[src/rtl/gpio_mux_pkg.sv]
package gpio_mux_pkg;

  typedef enum logic [1:0] {
    SRC_SW   = 2'd0,
    SRC_ATR  = 2'd1,
    SRC_DBG0 = 2'd2,
    SRC_DBG1 = 2'd3
  } srcSel_t;

  typedef enum logic [1:0] {
    REG_PINS  = 2'd0,
    REG_TXSEL = 2'd1,
    REG_RXSEL = 2'd2,
    REG_DIR   = 2'd3
  } regIdx_t;

  // strobes from control to datapath
  typedef struct packed {
    logic    wrPins;
    logic    wrTxSel;
    logic    wrRxSel;
    logic    wrDir;
    logic    rdHit;
    regIdx_t rdIdx;
  } ctrlStrobes_t;

  function automatic logic pickSource(input logic [1:0] code, input logic swBit,
                                      input logic atrBit, input logic d0Bit,
                                      input logic d1Bit);
    logic r;
    case (srcSel_t'(code))
      SRC_SW:   r = swBit;
      SRC_ATR:  r = atrBit;
      SRC_DBG0: r = d0Bit;
      default:  r = d1Bit;
    endcase
    return r;
  endfunction

endpackage

[src/rtl/gpio_mux_ctrl.sv]
module gpio_mux_ctrl
  import gpio_mux_pkg::*;
#(
  parameter int ADDR_W = 4
) (
  input  logic              busWrEn,
  input  logic [ADDR_W-1:0] busAddr,
  output ctrlStrobes_t      strobes
);
  localparam int NUM_REGS = 4;

  logic    inMap;
  regIdx_t idx;

  always_comb begin
    inMap = (busAddr < ADDR_W'(NUM_REGS));
    idx   = regIdx_t'(busAddr[1:0]);
    strobes.wrPins  = busWrEn && inMap && (idx == REG_PINS);
    strobes.wrTxSel = busWrEn && inMap && (idx == REG_TXSEL);
    strobes.wrRxSel = busWrEn && inMap && (idx == REG_RXSEL);
    strobes.wrDir   = busWrEn && inMap && (idx == REG_DIR);
    strobes.rdHit   = inMap;
    strobes.rdIdx   = idx;
  end
endmodule

[src/rtl/gpio_mux_datapath.sv]
module gpio_mux_datapath
  import gpio_mux_pkg::*;
#(
  parameter int PINS = 16
) (
  input  logic                clk,
  input  logic                rst,
  input  ctrlStrobes_t        strobes,
  input  logic [2*PINS/8-1:0] byteEn,
  input  logic [2*PINS-1:0]   wrData,
  input  logic [2*PINS-1:0]   atrIn,
  input  logic [2*PINS-1:0]   dbg0In,
  input  logic [2*PINS-1:0]   dbg1In,
  input  logic [2*PINS-1:0]   padIn,
  output logic [2*PINS-1:0]   padOut,
  output logic [2*PINS-1:0]   padOe,
  output logic [2*PINS-1:0]   rdData
);
  localparam int W    = 2 * PINS;
  localparam int BE_W = W / 8;

  logic [W-1:0] laneMask;
  logic [W-1:0] swDataQ, txSelQ, rxSelQ, dirQ;
  logic [W-1:0] srcBits;
  logic [W-1:0] padOutQ, padOeQ;
  logic [W-1:0] sync1Q, sync2Q;

  for (genvar b = 0; b < BE_W; b++) begin : gLane
    assign laneMask[8*b +: 8] = {8{byteEn[b]}};
  end

  function automatic logic [W-1:0] merge(input logic [W-1:0] oldV,
                                         input logic [W-1:0] newV,
                                         input logic [W-1:0] m);
    return (oldV & ~m) | (newV & m);
  endfunction

  always_ff @(posedge clk) begin
    if (rst) begin
      swDataQ <= '0;
      txSelQ  <= '0;
      rxSelQ  <= '0;
      dirQ    <= '0;
    end else begin
      if (strobes.wrPins)  swDataQ <= merge(swDataQ, wrData, laneMask);
      if (strobes.wrTxSel) txSelQ  <= merge(txSelQ, wrData, laneMask);
      if (strobes.wrRxSel) rxSelQ  <= merge(rxSelQ, wrData, laneMask);
      if (strobes.wrDir)   dirQ    <= merge(dirQ, wrData, laneMask);
    end
  end

  // per-pin source choice, transmit bank in the upper half
  for (genvar p = 0; p < PINS; p++) begin : gPin
    assign srcBits[PINS+p] = pickSource(txSelQ[2*p +: 2], swDataQ[PINS+p],
                                        atrIn[PINS+p], dbg0In[PINS+p], dbg1In[PINS+p]);
    assign srcBits[p]      = pickSource(rxSelQ[2*p +: 2], swDataQ[p],
                                        atrIn[p], dbg0In[p], dbg1In[p]);
  end

  always_ff @(posedge clk) begin
    if (rst) begin
      padOutQ <= '0;
      padOeQ  <= '0;
      sync1Q  <= '0;
      sync2Q  <= '0;
    end else begin
      padOutQ <= srcBits & dirQ;
      padOeQ  <= dirQ;
      sync1Q  <= padIn;
      sync2Q  <= sync1Q;
    end
  end

  always_comb begin
    rdData = '0;
    if (strobes.rdHit) begin
      case (strobes.rdIdx)
        REG_PINS:  rdData = sync2Q;
        REG_TXSEL: rdData = txSelQ;
        REG_RXSEL: rdData = rxSelQ;
        default:   rdData = dirQ;
      endcase
    end
  end

  assign padOut = padOutQ;
  assign padOe  = padOeQ;
endmodule

[src/rtl/gpio_bank_mux.sv]
module gpio_bank_mux
  import gpio_mux_pkg::*;
#(
  parameter int PINS   = 16,
  parameter int ADDR_W = 4
) (
  input  logic                clk,
  input  logic                rst,
  input  logic                busWrEn,
  input  logic [ADDR_W-1:0]   busAddr,
  input  logic [2*PINS-1:0]   busWrData,
  input  logic [2*PINS/8-1:0] busByteEn,
  output logic [2*PINS-1:0]   busRdData,
  input  logic [2*PINS-1:0]   atrIn,
  input  logic [2*PINS-1:0]   dbg0In,
  input  logic [2*PINS-1:0]   dbg1In,
  input  logic [2*PINS-1:0]   padIn,
  output logic [2*PINS-1:0]   padOut,
  output logic [2*PINS-1:0]   padOe
);
  ctrlStrobes_t strobes;

  gpio_mux_ctrl #(.ADDR_W(ADDR_W)) uCtrl (
    .busWrEn (busWrEn),
    .busAddr (busAddr),
    .strobes (strobes)
  );

  gpio_mux_datapath #(.PINS(PINS)) uDp (
    .clk     (clk),
    .rst     (rst),
    .strobes (strobes),
    .byteEn  (busByteEn),
    .wrData  (busWrData),
    .atrIn   (atrIn),
    .dbg0In  (dbg0In),
    .dbg1In  (dbg1In),
    .padIn   (padIn),
    .padOut  (padOut),
    .padOe   (padOe),
    .rdData  (busRdData)
  );
endmodule

[config.mk]
export PLATFORM = sky130hd
export DESIGN_NAME = gpio_bank_mux
export DESIGN_NICKNAME = d
export VERILOG_FILES = /design/src/rtl/gpio_mux_pkg.sv /design/src/rtl/gpio_mux_ctrl.sv /design/src/rtl/gpio_mux_datapath.sv /design/src/rtl/gpio_bank_mux.sv
export SDC_FILE = /design/constraint.sdc
export NUM_CORES = 1
export LEC_CHECK = 0
export ABC_AREA = 1
export ABC_CLOCK_PERIOD_IN_PS = 1500
export BUFFER_PORTS_ARGS = -buffer_cell sky130_fd_sc_hd__buf_4
export CAP_MARGIN = 5
export CORE_AREA = 2 2 125 175
export DETAILED_ROUTE_END_ITERATION = 8
export DIE_AREA = 0 0 127 177
export GPL_TIMING_DRIVEN = 0
export PLACE_DENSITY_LB_ADDON = 0.3
export SLEW_MARGIN = 20
export SYNTH_ARGS = -nofsm -noshare
export SYNTH_HDL_FRONTEND = slang
export SYNTH_SLANG_ARGS = --single-unit
[constraint.sdc]
create_clock -name clk -period 1.5 [get_ports clk]
set_input_delay 0.3 -clock clk [delete_from_list [all_inputs] [get_ports clk]]
set_output_delay 0.3 -clock clk [all_outputs]
set_load 0.02 [all_outputs]
# After elaboration in Yosys (flattened, before gate mapping)
# Index checks and enable logic that the tools add are counted.
# word_totals
input_bits	171
elab_cells	159
register_bits	256
out_inout_bits	96
# op_classes
n_eq_ne	67
bitwise	11
muxes	34
reduce_logical	38
order_cmp	1
# ops
op	count
$and A32 B32 Y32	6
$or A32 B32 Y32	4
$pmux W1 S3	32
$pmux W32 S3	1
$eq A2 B2 Y1 const B	34
$eq A2 B1 Y1 const B	33
$logic_not A2 Y1	33
$mux W32	1
$not A32 Y32	1
$logic_and A1 B1 Y1	5
$lt A4 B3 Y1 const B	1

# Logic depth before layout (Yosys ltp)
# Gate-level depths: netlist of run 1.
# logic_depth
depth_word	3
depth_mapped	9
ltp_nobuf	6

# Hierarchy
# Synthesis of run 1 repeated with hierarchy kept, for this count alone.
# hier_totals
hier_cells	1446
area_unflattened_um2	10243.6
# modules_own_cells
module	n_inst	cells_each	area_each_um2
gpio_mux_datapath	1	1431	10171.0
gpio_mux_ctrl	1	15	72.6

# Worst setup path before layout of run 1
# Ideal clock, no wire load.
# synth_path
path_type	in2out
startpoint	input port busAddr[1]
endpoint	output port busRdData[27]
slack_ns	-0.071
path_buffers	2
arrival_time_ns	1.271
path_stages	5
cell_sequence	buf_6 > nor2_8 > buf_2 > nand2_1 > a21oi_1
# synth_between
elab_chain_cells	3
word_cells_on_any_way	6
cone_classes	order compare (1); eq/ne (2); mux (2); reduce/logical (1)
# synth_rtl
element	line_no	text
start: declaration	gpio_bank_mux.sv:10	input logic [ADDR_W-1:0] busAddr,
$eq A2 B2 Y1, or another cell as far along	gpio_mux_datapath.sv:77	case (strobes.rdIdx)
$pmux W32 S3	gpio_mux_datapath.sv:77	
$mux W32 (*)	gpio_mux_datapath.sv:76	if (strobes.rdHit) begin
end: declaration	gpio_bank_mux.sv:13	output logic [2*PINS-1:0] busRdData,
# Every way passes the cells marked *; elsewhere a longest branch is shown, timed or not.

==> results of run 1 <==
==> worst min-delay path by stage <==
stage,start,end,slack [ns],cells after the start
floorplan,uDp.sync1Q[0],uDp.sync2Q[0],0.39,2
CTS,padIn[18],uDp.sync1Q[18],0.005,3
global route,padIn[24],uDp.sync1Q[24],0.007,3
finish,padIn[24],uDp.sync1Q[24],0.01,3
detailed placement,uDp.sync1Q[1],uDp.sync2Q[1],0.39,2
global placement,uDp.sync1Q[3],uDp.sync2Q[3],0.39,2
==> logic make-up (layout without fill, tap and decap cells) <==
family,Yosys count,after routing,synth area share [%]
AOI/OAI and AO/OA,134,134,6.90
and+or+nand+nor,877,877,34.1
buffers and inverters,291,657,11.9
DFF,256,256,47.1
==> cells in the mapped netlist (all sizes together) <==
cell / number / area (µm²)
nand2: 445 / 1670
nor2: 356 / 1390
dfxtp: 256 / 5120
inv: 225 / 847
a21oi: 66 / 330
nand3: 60 / 300
buf: 52 / 390
o21ai: 36 / 180
o211ai: 32 / 240
nand4: 16 / 340
clkbuf: 13 / 48.8
clkinv: 1 / 5.00
==> per-stage QoR <==
| step | std cells | TNS, ns |
|---|---|---|
| CTS | 2180 | -4.34 |
| detailed placement | 2080 | -41.08 |
| finish | 2184 | -4.13 |
| global placement | 2080 | -38.03 |
| floorplan | 1558 | 0 |
| global route | 2184 | -5.54 |
==> where the power goes <==
| part | total (mW) | switching, mW | internal [mW] |
|---|---|---|---|
| clock network | 6.49 | 2.66 | 3.83 |
| registers | 6.96 | 0.0461 | 6.92 |
| logic | 1.51 | 0.852 | 0.663 |
==> worst register-to-register path: stages (launching register included) <==
cell and delay, ns:
sky130_fd_sc_hd__dfxtp_1 0.32, sky130_fd_sc_hd__inv_1 0.06, sky130_fd_sc_hd__nor2_1 0.39, sky130_fd_sc_hd__nand2_1 0.11, sky130_fd_sc_hd__a21oi_1 0.21
==> routing by layer <==
metal | up-vias | share of wire, % | GRT usage, % | routed length, µm
met5 | - | 0 | 0 | 0
met1 | 4963 | 37 | 35.0 | 13300
met2 | 529 | 51 | 57.0 | 18400
li1 | 5385 | - | - | -
met3 | 120 | 7.0 | 3.42 | 2540
met4 | 0 | 5.2 | 16.3 | 1890
==> layout make-up <==
cell class	instances	area (µm²)
plain buffers	65	517
inverters	226	856
well taps	260	325
multi-input cells	1011	4670
clock buffers	28	657
flip-flops and latches	256	5200
clock inverters	16	183
repair buffers	322	2580
fillers	1644	5990
==> repair_timing <==
action                                 in CTS  in global routing
setup endpoints to repair                  32                 32
buffers inserted                           28                  4
pin swaps                                  61                 22
endpoints found under the hold margin      28                  0
gates resized for setup                   143                 51
hold buffers                               28                  0
==> qor.csv, run 1 <==
metric;value;unit
count of final hold-check violations;0;
most common library cell in the layout ignoring fill and taps;sky130_fd_sc_hd__nand2_1;
maximum fanout count along the critical path;2;
master cell of the clock root buffer;sky130_fd_sc_hd__clkbuf_16;
htree depth;1;
Netlist Area Pre-Place;0.0109;mm²
power density cells;999;mW/mm²
end of the worst register-to-register path;uDp.padOut[18];
num rows;63;
setup repair after global routing missed its margin;yes;
total of flip-flops plus latches after synthesis;256;
placeable core region;0.0210;mm²
last element of the critical path;busRdData[27];
starting density of the core;51.9;%
total number of yosys warnings;0;
Min-Delay Path Class;input port to flip-flop;
Hold Worst Slack;0.0107;ns
routed wirelength normalized by instance count;16.6;µm
post-route cell area;0.0150;mm²
Final Critical Period;1.73;ns
final layout net count;2077;
Layout Skew;0.00804;ns
kind of launch point of the worst setup path;flip-flop;
area delta synth->final;37.8;%
die height;177;µm
CTS tree;done;
cell mode on critical path;sky130_fd_sc_hd__o21ai_2;
Worst Path Required;1.20;ns
maximum clock frequency;577;MHz
buffering stage count on the worst path with inverters included;2;
Final Worst Setup Slack;-0.233;ns
number of buffers inserted by port buffering;262;
max incr delay on CP;0.34;ns
relative slew slack;48.0;%
clock latency on the worst-skew pair;0.52;ns
ratio of cells with drive above 1 in the final layout;27.6;%
final weighted congestion of routability-driven global placement;0.911;
DR iter-0 viols;843;
type of the worst setup path;flip-flop to output pin;
violated checks;negative setup slack;
chain of cells forming the critical path;inv_2, o21ai_2, o21ai_2, a21oi_2, buf_4;
Post-Syn Area per Cell;6.98;µm²
Placement Cell Area;0.0132;mm²
die area;0.0225;mm²
Util after Layout;71.4;%
total stage count of the critical path;5;
per-cell via count in the routed design;5.04;
post-synthesis sequential area ratio;47.1;%
Yosys cell types;21;
cts bufs inserted;24;
run status;finished, violations left;
global-route wire length before repair;54400;µm
# DRC;0;
family of cells with the greatest summed delay on the critical path;compound AO/OA/AOI/OAI gates;
Max Transition Viols Final;0;
Slowest cell on crit path;sky130_fd_sc_hd__dfxtp_2;
via count of the first global-routing pass;10600;
WL final;36200;µm
post-route total power;15.0;mW
cells after synthesis;1558;
Critical Path Sink Type;output pin;
initial antenna violation count;0;
Final ANT Viol Nets;0;
top library cells by usage in the layout, fill and taps aside;441 x sky130_fd_sc_hd__nand2_1, 352 x sky130_fd_sc_hd__nor2_1, 277 x sky130_fd_sc_hd__buf_4;
share of the clock period used by the worst path;116;%
via total after detailed routing;11000;
Peak supply drop;0.791;mV
data arrival time of the critical path;1.43;ns
total half-perimeter wirelength after legalization and detailed placement;26300;µm
maximum number of pins on one net before global-route repair;16;
total of endpoints with negative setup slack in the final report;32;
Synthesized Nets;1729;
clock input transition at the sequential cells of the worst setup and hold paths;0.06;ns
post-place setup slack;-0.574;ns
Register-to-Register Setup Slack;0.32;ns
CTS Buffer Depth;3;
sink count of the clock tree;256;
Antenna diodes;0;
reg2reg path depth;4;
leakage power;7.94;nW
overall routing resource usage;31.0;%
chip width;127;µm
number of violations of the max-capacitance limit;0;
number of primary I/O pins;267;
first drt pass iteration count;7;
actual slew at the worst max-slew pin;0.780;ns
total grt overflow;0;
Note: power is estimated with default switching activity, not from simulation.
==> run 2, diff against run 1 <==
- REMOVE_ABC_BUFFERS: default -> 1
- SKIP_LAST_GASP: default -> 1
==> run 2 against run 1 <==
  * Highest routed layer unchanged
  * Fmax is 0.43% higher
  * The run still ends with negative setup slack left
  * Total power is 2.8% lower
  * Setup slack better by 0.0074 ns
  * Combinational power hardly changed
  * Hold slack better by 0.0059 ns
  * Global-route usage is 1.6 points lower
==> qor.csv, run 2 (synthesis gave the netlist of run 1 again) <==
metric;value;unit;change
run status;finished, violations left;;
violated checks;negative setup slack;;
clock latency on the worst-skew pair;0.53;ns;about the same
die height;177;µm;unchanged
CTS tree;done;;
master cell of the clock root buffer;sky130_fd_sc_hd__clkbuf_16;;
type of the worst setup path;flip-flop to output pin;;
CTS Buffer Depth;3;;unchanged
sink count of the clock tree;256;;unchanged
share of the clock period used by the worst path;115;%;-0.49 points
Layout Skew;0.00749;ns;-0.000550 ns
Critical Path Sink Type;output pin;;
count of final hold-check violations;0;;unchanged
number of violations of the max-capacitance limit;0;;unchanged
placeable core region;0.0210;mm²;unchanged
via count of the first global-routing pass;10500;;-1.2%
chip width;127;µm;unchanged
htree depth;1;;unchanged
Hold Worst Slack;0.0166;ns;+0.00587 ns
area delta synth->final;36.7;%;
per-cell via count in the routed design;5.03;;about the same
first drt pass iteration count;6;;-1
maximum number of pins on one net before global-route repair;98;;+82
Final Critical Period;1.73;ns;-0.00742 ns
top library cells by usage in the layout, fill and taps aside;443 x sky130_fd_sc_hd__nand2_1, 352 x sky130_fd_sc_hd__nor2_1, 275 x sky130_fd_sc_hd__buf_4;;
most common library cell in the layout ignoring fill and taps;sky130_fd_sc_hd__nand2_1;;
relative slew slack;46.9;%;-1.1 points
total of endpoints with negative setup slack in the final report;32;;unchanged
number of buffers inserted by port buffering;266;;+1.5%
starting density of the core;51.9;%;unchanged
num rows;63;;unchanged
maximum fanout count along the critical path;2;;unchanged
leakage power;7.87;nW;-0.87%
ratio of cells with drive above 1 in the final layout;24.7;%;-2.9 points
cts bufs inserted;25;;+4.2%
setup repair after global routing missed its margin;yes;;
global-route wire length before repair;52500;µm;-3.5%
final layout net count;2048;;-1.4%
# DRC;0;;unchanged
kind of launch point of the worst setup path;flip-flop;;
final weighted congestion of routability-driven global placement;0.886;;-2.8%
overall routing resource usage;29.5;%;-1.6 points
actual slew at the worst max-slew pin;0.796;ns;+0.0161 ns
initial antenna violation count;0;;unchanged
number of filler instances in the final layout;1727;;+5.0%
Final Worst Setup Slack;-0.226;ns;+0.00742 ns
routed wirelength normalized by instance count;15.9;µm;-3.8%
Final ANT Viol Nets;0;;unchanged
power density cells;979;mW/mm²;-2.0%
Register-to-Register Setup Slack;0.49;ns;+0.17 ns
number of primary I/O pins;267;;unchanged
total half-perimeter wirelength after legalization and detailed placement;21100;µm;-20%
WL final;34400;µm;-5.0%
DR iter-0 viols;784;;-7.0%
Min-Delay Path Class;input port to flip-flop;;
Worst Path Required;1.20;ns;about the same
Max Transition Viols Final;0;;unchanged
total grt overflow;0;;unchanged
Peak supply drop;0.861;mV;+8.8%
post-route total power;14.5;mW;-2.8%
maximum clock frequency;579;MHz;+0.43%
clock input transition at the sequential cells of the worst setup and hold paths;0.06;ns;about the same
data arrival time of the critical path;1.43;ns;about the same
via total after detailed routing;10900;;-1.3%
die area;0.0225;mm²;unchanged
==> run 2: cell types whose count changed in the layout (fill, tap and decap cells not counted), moves of 4 or more <==
cell / previous run / this run
sky130_fd_sc_hd__clkbuf_8: 2 / 7
sky130_fd_sc_hd__nand3_1: 35 / 54
sky130_fd_sc_hd__clkinv_2: 11 / 2
sky130_fd_sc_hd__clkbuf_1: 8 / 12
sky130_fd_sc_hd__inv_1: 199 / 209
sky130_fd_sc_hd__dlygate4sd3_1: 28 / 32
sky130_fd_sc_hd__buf_16: 1 / 5
sky130_fd_sc_hd__buf_1: 5 / 0
sky130_fd_sc_hd__inv_2: 25 / 14
sky130_fd_sc_hd__buf_6: 41 / 34
sky130_fd_sc_hd__bufinv_16: 4 / 0
sky130_fd_sc_hd__clkbuf_2: 5 / 0
sky130_fd_sc_hd__nand3_2: 25 / 6
sky130_fd_sc_hd__buf_2: 18 / 0
==> run 2: final timing paths <==
kind,start,endpoint,cells past startpoint
hold reg to reg,uDp.sync1Q[18],uDp.sync2Q[18],2
hold / removal,atrIn[12],uDp.padOut[12],3
setup reg to reg,flip-flop,uDp.padOut[29],5
setup / recovery,flip-flop,busRdData[29],5
==> run 2: per-stage QoR <==
step / util (%) / cell area (µm²) / setup WS, ns / cells / TNS [ns]
6_report: 70.9 / 14900 / -0.226 / 2157 / -3.49
5_1_grt: 70.9 / 14900 / -0.285 / 2156 / -5.35
4_1_cts: 69.8 / 14600 / -0.266 / 2145 / -3.96
3_5_place_dp: 61.3 / 12900 / -0.890 / 2023 / -131.84
3_3_place_gp: 60.8 / 12800 / -2.89 / 2019 / -411.05
2_1_floorplan: - / 10400 / -0.879 / 1493 / -125.80
==> run 2: where the power goes <==
part	leakage, nW	internal [mW]	switching [mW]	total [mW]
Sequential	2.10	6.92	0.0430	6.96
Combinational	5.39	0.695	0.828	1.52
Clock	0.378	3.40	2.66	6.06
Total	7.87	11.0	3.54	14.5
==> run 2: final cells by class <==
cell class | count | area (µm²) | area share, %
repair inverters | 1 | 16.3 | 0.109
well taps | 260 | 325 | 2.19
clock buffers | 43 | 753 | 5.07
clock inverters | 3 | 18.8 | 0.126
multi-input cells | 1013 | 4600 | 30.9
repair buffers | 354 | 3080 | 20.7
flip-flops and latches | 256 | 5200 | 35.0
inverters | 226 | 873 | 5.88
diodes | 1 | 2.50 | 0.0168
==> run 2: worst max-delay path: stages, from the launching register on <==
cell and delay, ns:
sky130_fd_sc_hd__dfxtp_2 0.34, sky130_fd_sc_hd__inv_2 0.04, sky130_fd_sc_hd__o21ai_2 0.12, sky130_fd_sc_hd__o21ai_1 0.08
sky130_fd_sc_hd__a21oi_1 0.15, sky130_fd_sc_hd__buf_4 0.16
==> run 2: timing repair <==
item,in CTS,in global routing
hold buffers,32,0
gates resized for setup,142,34
cloned,4,1
endpoints found under the hold margin,32,0
pin swaps,70,17
setup endpoints to repair,144,98
buffers inserted,40,10
==> run 2: per-layer routing <==
layer | global-route usage [%] | routed length [µm]
met1 | 33.5 | 13000
met4 | 13.3 | 1530
met5 | 0 | 0
met2 | 53.6 | 17400
met3 | 5.11 | 2480
